`src/rtl/strap_pkg.sv`:
```
package strap_pkg;

    localparam int PIN_COUNT = 3;

    // Packed order sets the bit positions: member listed last is bit 0.
    typedef struct packed {
        logic tristate_sel;   // pin 2
        logic wide_bus;       // pin 1
        logic cpu_off;        // pin 0
    } strap_t;

    typedef struct packed {
        logic err_flag;       // pin 2
        logic par_hi;         // pin 1
        logic par_lo;         // pin 0
    } pin_drive_t;

    // Even parity bit of an arbitrary lane: makes the total count of ones even.
    function automatic logic lane_even_parity(input logic [63:0] lane, input int width);
        logic acc;
        acc = 1'b0;
        for (int i = 0; i < 64; i++) begin
            if (i < width) acc = acc ^ lane[i];
        end
        return acc;
    endfunction

endpackage

```
`src/rtl/strap_sampler.sv`:
```
module strap_sampler #(
    parameter int W           = 3,
    parameter int SYNC_STAGES = 2
) (
    input  logic         clk,
    input  logic         rst,
    input  logic [W-1:0] pin_in,
    output logic [W-1:0] strap_q
);
    localparam int LAST = SYNC_STAGES - 1;

    logic [W-1:0] sync_q [SYNC_STAGES];
    logic         taken_q;

    // Synchronizer runs through reset so it holds the pin levels at release.
    always_ff @(posedge clk) begin
        sync_q[0] <= pin_in;
        for (int i = 1; i < SYNC_STAGES; i++) begin
            sync_q[i] <= sync_q[i-1];
        end
    end

    always_ff @(posedge clk) begin
        if (rst) begin
            strap_q <= '0;
            taken_q <= 1'b0;
        end else if (!taken_q) begin
            strap_q <= sync_q[LAST];
            taken_q <= 1'b1;
        end
    end
endmodule

```
`src/rtl/pin_enable_reg.sv`:
```
module pin_enable_reg (
    input  logic clk,
    input  logic rst,
    input  logic wr,
    input  logic wdata,
    output logic en_q
);
    // Reset has priority, so writes made during reset are lost.
    always_ff @(posedge clk) begin
        if (rst)     en_q <= 1'b0;
        else if (wr) en_q <= wdata;
    end
endmodule

```
`src/rtl/lane_parity.sv`:
```
module lane_parity
    import strap_pkg::*;
#(
    parameter int LANE_W = 8,
    parameter int LANES  = 2
) (
    input  logic                    clk,
    input  logic                    rst,
    input  logic [LANES*LANE_W-1:0] data,
    input  logic                    data_valid,
    input  logic                    flag_in,
    output logic [LANES-1:0]        par_q,
    output logic                    flag_q
);
    for (genvar l = 0; l < LANES; l++) begin : g_lane
        logic [63:0] lane_ext;
        assign lane_ext = 64'(data[l*LANE_W +: LANE_W]);
        always_ff @(posedge clk) begin
            if (rst)             par_q[l] <= 1'b0;
            else if (data_valid) par_q[l] <= lane_even_parity(lane_ext, LANE_W);
        end
    end

    always_ff @(posedge clk) begin
        if (rst)             flag_q <= 1'b0;
        else if (data_valid) flag_q <= flag_in;
    end
endmodule

```
`src/rtl/strap_parity_pins.sv`:
```
module strap_parity_pins
    import strap_pkg::*;
#(
    parameter int LANE_W      = 8,
    parameter int SYNC_STAGES = 2
) (
    input  logic                  clk,
    input  logic                  rst,
    input  logic [PIN_COUNT-1:0]  pin_in,
    output logic [PIN_COUNT-1:0]  pin_out,
    output logic [PIN_COUNT-1:0]  pin_oe,
    input  logic                  reg_wr,
    input  logic                  reg_wdata,
    input  logic [2*LANE_W-1:0]   data,
    input  logic                  data_valid,
    input  logic                  perr_flag,
    output logic                  strap_cpu_off,
    output logic                  strap_wide_bus,
    output logic                  strap_tristate
);
    localparam int LANES = PIN_COUNT - 1;

    strap_t     straps;
    pin_drive_t drive;
    logic       en_q;
    logic [LANES-1:0] par_q;
    logic       flag_q;

    strap_sampler #(.W(PIN_COUNT), .SYNC_STAGES(SYNC_STAGES)) u_sampler (
        .clk(clk), .rst(rst), .pin_in(pin_in), .strap_q(straps)
    );

    pin_enable_reg u_enable (
        .clk(clk), .rst(rst), .wr(reg_wr), .wdata(reg_wdata), .en_q(en_q)
    );

    lane_parity #(.LANE_W(LANE_W), .LANES(LANES)) u_parity (
        .clk(clk), .rst(rst), .data(data), .data_valid(data_valid),
        .flag_in(perr_flag), .par_q(par_q), .flag_q(flag_q)
    );

    always_comb begin
        drive.par_lo   = par_q[0];
        drive.par_hi   = par_q[1];
        drive.err_flag = flag_q;
    end

    assign pin_oe         = {PIN_COUNT{en_q}};
    assign pin_out        = en_q ? drive : '0;
    assign strap_cpu_off  = straps.cpu_off;
    assign strap_wide_bus = straps.wide_bus;
    assign strap_tristate = straps.tristate_sel;
endmodule

```
`config.mk`:
```
export PLATFORM = sky130hd
export DESIGN_NAME = strap_parity_pins
export DESIGN_NICKNAME = d
export VERILOG_FILES = /design/src/rtl/strap_pkg.sv /design/src/rtl/strap_sampler.sv /design/src/rtl/pin_enable_reg.sv /design/src/rtl/lane_parity.sv /design/src/rtl/strap_parity_pins.sv
export SDC_FILE = /design/constraint.sdc
export NUM_CORES = 1
export LEC_CHECK = 0
export ABC_AREA = 0
export CAP_MARGIN = 40
export CORE_MARGIN = 2
export CORE_UTILIZATION = 31
export DETAILED_ROUTE_END_ITERATION = 16
export GPL_ROUTABILITY_DRIVEN = 0
export GPL_TIMING_DRIVEN = 0
export PLACE_DENSITY = 0.81
export SLEW_MARGIN = 20
export SYNTH_ARGS = -nofsm -noshare
export SYNTH_HDL_FRONTEND = slang
export SYNTH_SLANG_ARGS = --single-unit
```
`constraint.sdc`:
```
create_clock -name clk -period 1 [get_ports clk]
set_clock_uncertainty 0.2 [all_clocks]
set_input_delay 0.2 -clock clk [delete_from_list [all_inputs] [get_ports clk]]
set_output_delay 0.2 -clock clk [all_outputs]
set_load 0.03 [all_outputs]
```
==> results.toml <==
[route]
top_layer = "met3"
wl_met2_microns = 643
drt-met1-wl_microns = 427
wl_microns = 1130
wl_per_cell_microns = 11.0
detail_route.first_pass.iterations = 1
dr_total_vias = 449
antenna_left = 0
wl_met3_microns = 60
viasPerCell = 4.36
drtIter0Drc = 0
drcViolationCount = 0

[placement]
dp_slack_ps = -669
dp.cells = 99
io_buffer_count = 32
place_area_sq_um = 972

[timing]
slew_viol_final = 0
final_hold_viol_count = 0
relSlewSlack_pct = 77.6
period_share_pct = 133
period_minus_slack_ps = 1330
rsz0062_at_grt = "yes"
holdWs_ps = 15.0
max_freq_mhz = 751
final-setup-viol-count = 9
finalWorstSetupSlack_ps = -332
tightest_slew_ps = 336

[worst_setup_path]
cpPeakStageDelay_ps = 390
crit_fanout = 7
end_kind = "output port"
critical_path_arrival_ps = 930
crit_chain = "and2_4 > buf_6"
cp_num_buf_inv = 1
cp_data_required_time_ps = 600
r2r_start = "u_sampler.taken_q"
startpoint = "u_enable.en_q"
slowest_stage = "dfxtp_4"
crit_family = "flip-flops"
cp-start-kind = "flop"
crit_type = "reg -> out"

[die]
coreArea_sq_um = 1690
start_util_pct = 32.1
die-area_sq_um = 2100
io_pins = 34
die_h_microns = 45.9
die_w_microns = 45.9
row_count = 15

[power_and_ir_drop]
power_frac_clock_pct = 29.4
p_comb_share_pct = 25.3
leakage_nw = 0.450
p_int_mw = 1.02
switchingPower_uw = 342
power_density_nw_per_um2 = 1410
p_seq_share_pct = 45.3
vdd_drop_max_v = 0.000634
netSwitchingFraction_pct = 25.1

[grt]
grtUsageTotal_pct = 11.6
overflow = 0
grt_start_max_net_pins = 9
grt_pass1_wl_microns = 1710
antenna_found_initial = 0
grt_pass1_vias = 439

[logic_synthesis]
synthesis.nets = 75
synth_edf_count = 0
synth.avg_cell_area_sq_um = 10.9
ys_types = 9
netlist_instances = 50
ys_warn_count = 0
synth_top_area_share_pct = 51.6
yosysSeqAreaShare_pct = 51.6
synth_top_area_cell = "dfxtp_1"
synth_area_leaders = "dfxtp_1, xnor2_1, mux2i_1, nor2_1, buf_4"
ys_ff_latch = 14
synth_area_sq_um = 543
async_reset_ff_share_pct = 0
ys_top_cells_by_count = "dfxtp_1, xnor2_1, nor2_1"
ys.flop_type = "dfxtp_1"

[run_status]
failed_checks = "setup timing"
status = "complete, but fails checks"

[final_layout]
drive_gt1_share_pct = 57.0
fin_util_pct = 57.2
diodes = 0
post-route-cell-area_sq_um = 966
instances_no_fill = 103
area_delta_synth_final_pct = 77.9
fin_nets = 112

[clock_tree]
numCtsBuffers = 3
cts.sinks = 14
clk_latency_ps = 280
htreeDepth = 1
cts-root-buf = "clkbuf_4"
clock_path_buffers = 2
clk_pin_slew_ps = 80
cts_tree = "done"

[worst_hold_path]
holdCritStartpoint = "rst"
hp-class = "in -> reg"

[run]
maxCapViolations = 0
state kept, by name (all words and copies together), names as in the netlist:
signal / flops
u_parity.flag_q: 1
u_enable.en_q: 1
u_sampler.taken_q: 1
u_sampler.strap_q: 3
u_sampler.sync_q: 6
u_parity.par_q: 2
final cells by class:
class	instances	area [sq um]
tap	17	21.3
clock buffer	4	36.3
multi-input combinational	31	330
timing repair buffer	32	256
sequential	14	292
fill	163	723
inverter	1	3.75
buffer	4	26.3
repair_timing:
action | CTS | global route
buffers inserted | 0 | 0
hold buffers | 0 | 0
resized for setup | 136 | 1
endpoints found under the setup margin | 13 | 12
pin swaps | 14 | 5
through the flow:
step           power [mW]  setup TNS, ps
3_3_place_gp        0.982          -6620
5_1_grt              1.42          -2670
4_1_cts              1.37          -2410
3_5_place_dp        0.993          -6920
6_report             1.36          -2340
2_1_floorplan       0.828           -112
per-layer routing:
layer  vias to the layer above  global-route usage, %
met5                         -                      0
met4                         0                   6.86
met3                         0                   1.19
met2                        19                   22.2
met1                       205                   11.6
li1                        225                      -
cell families (layout without fill, tap and decap cells):
group | Yosys count | count (layout) | share of synthesized area, %
buf+inv | 5 | 41 | 5.53
flops | 14 | 14 | 51.6
xor+xnor | 14 | 14 | 22.6
mux | 5 | 5 | 9.22
compound gates | 2 | 2 | 2.76
simple gates | 10 | 10 | 8.30
placed cells by master (no fill, tap or decap), drive strengths merged:
cell type	n
clkdlybuf4s50	6
dfxtp	14
xnor2	14
mux2i	5
nor2	7
inv	1
clkbuf	5
dlygate4sd2	1
clkdlybuf4s15	1
and2	3
buf	27
a211oi	2
worst paths after layout:
kind                            slack (ps)  cells past startpoint                     end
worst max register to register          40                      2    u_sampler.strap_q[2]
worst min register to register         140                      0  u_sampler.sync_q[1][0]
worst min-delay path                    20                      2       u_sampler.taken_q
worst max-delay path                  -330                      2              pin_out[2]
power by group through the flow:
| stage | Clock [mW] | Sequential, mW | Combinational (mW) |
|---|---|---|---|
| 5_1_grt | 0.431 | 0.622 | 0.370 |
| 6_report | 0.401 | 0.618 | 0.346 |
| 3_5_place_dp | 0 | 0.629 | 0.364 |
| 3_3_place_gp | 0 | 0.626 | 0.356 |
| 2_1_floorplan | 0 | 0.637 | 0.191 |
| 4_1_cts | 0.404 | 0.619 | 0.350 |
No activity file was read; power rests on OpenSTA's default activity.
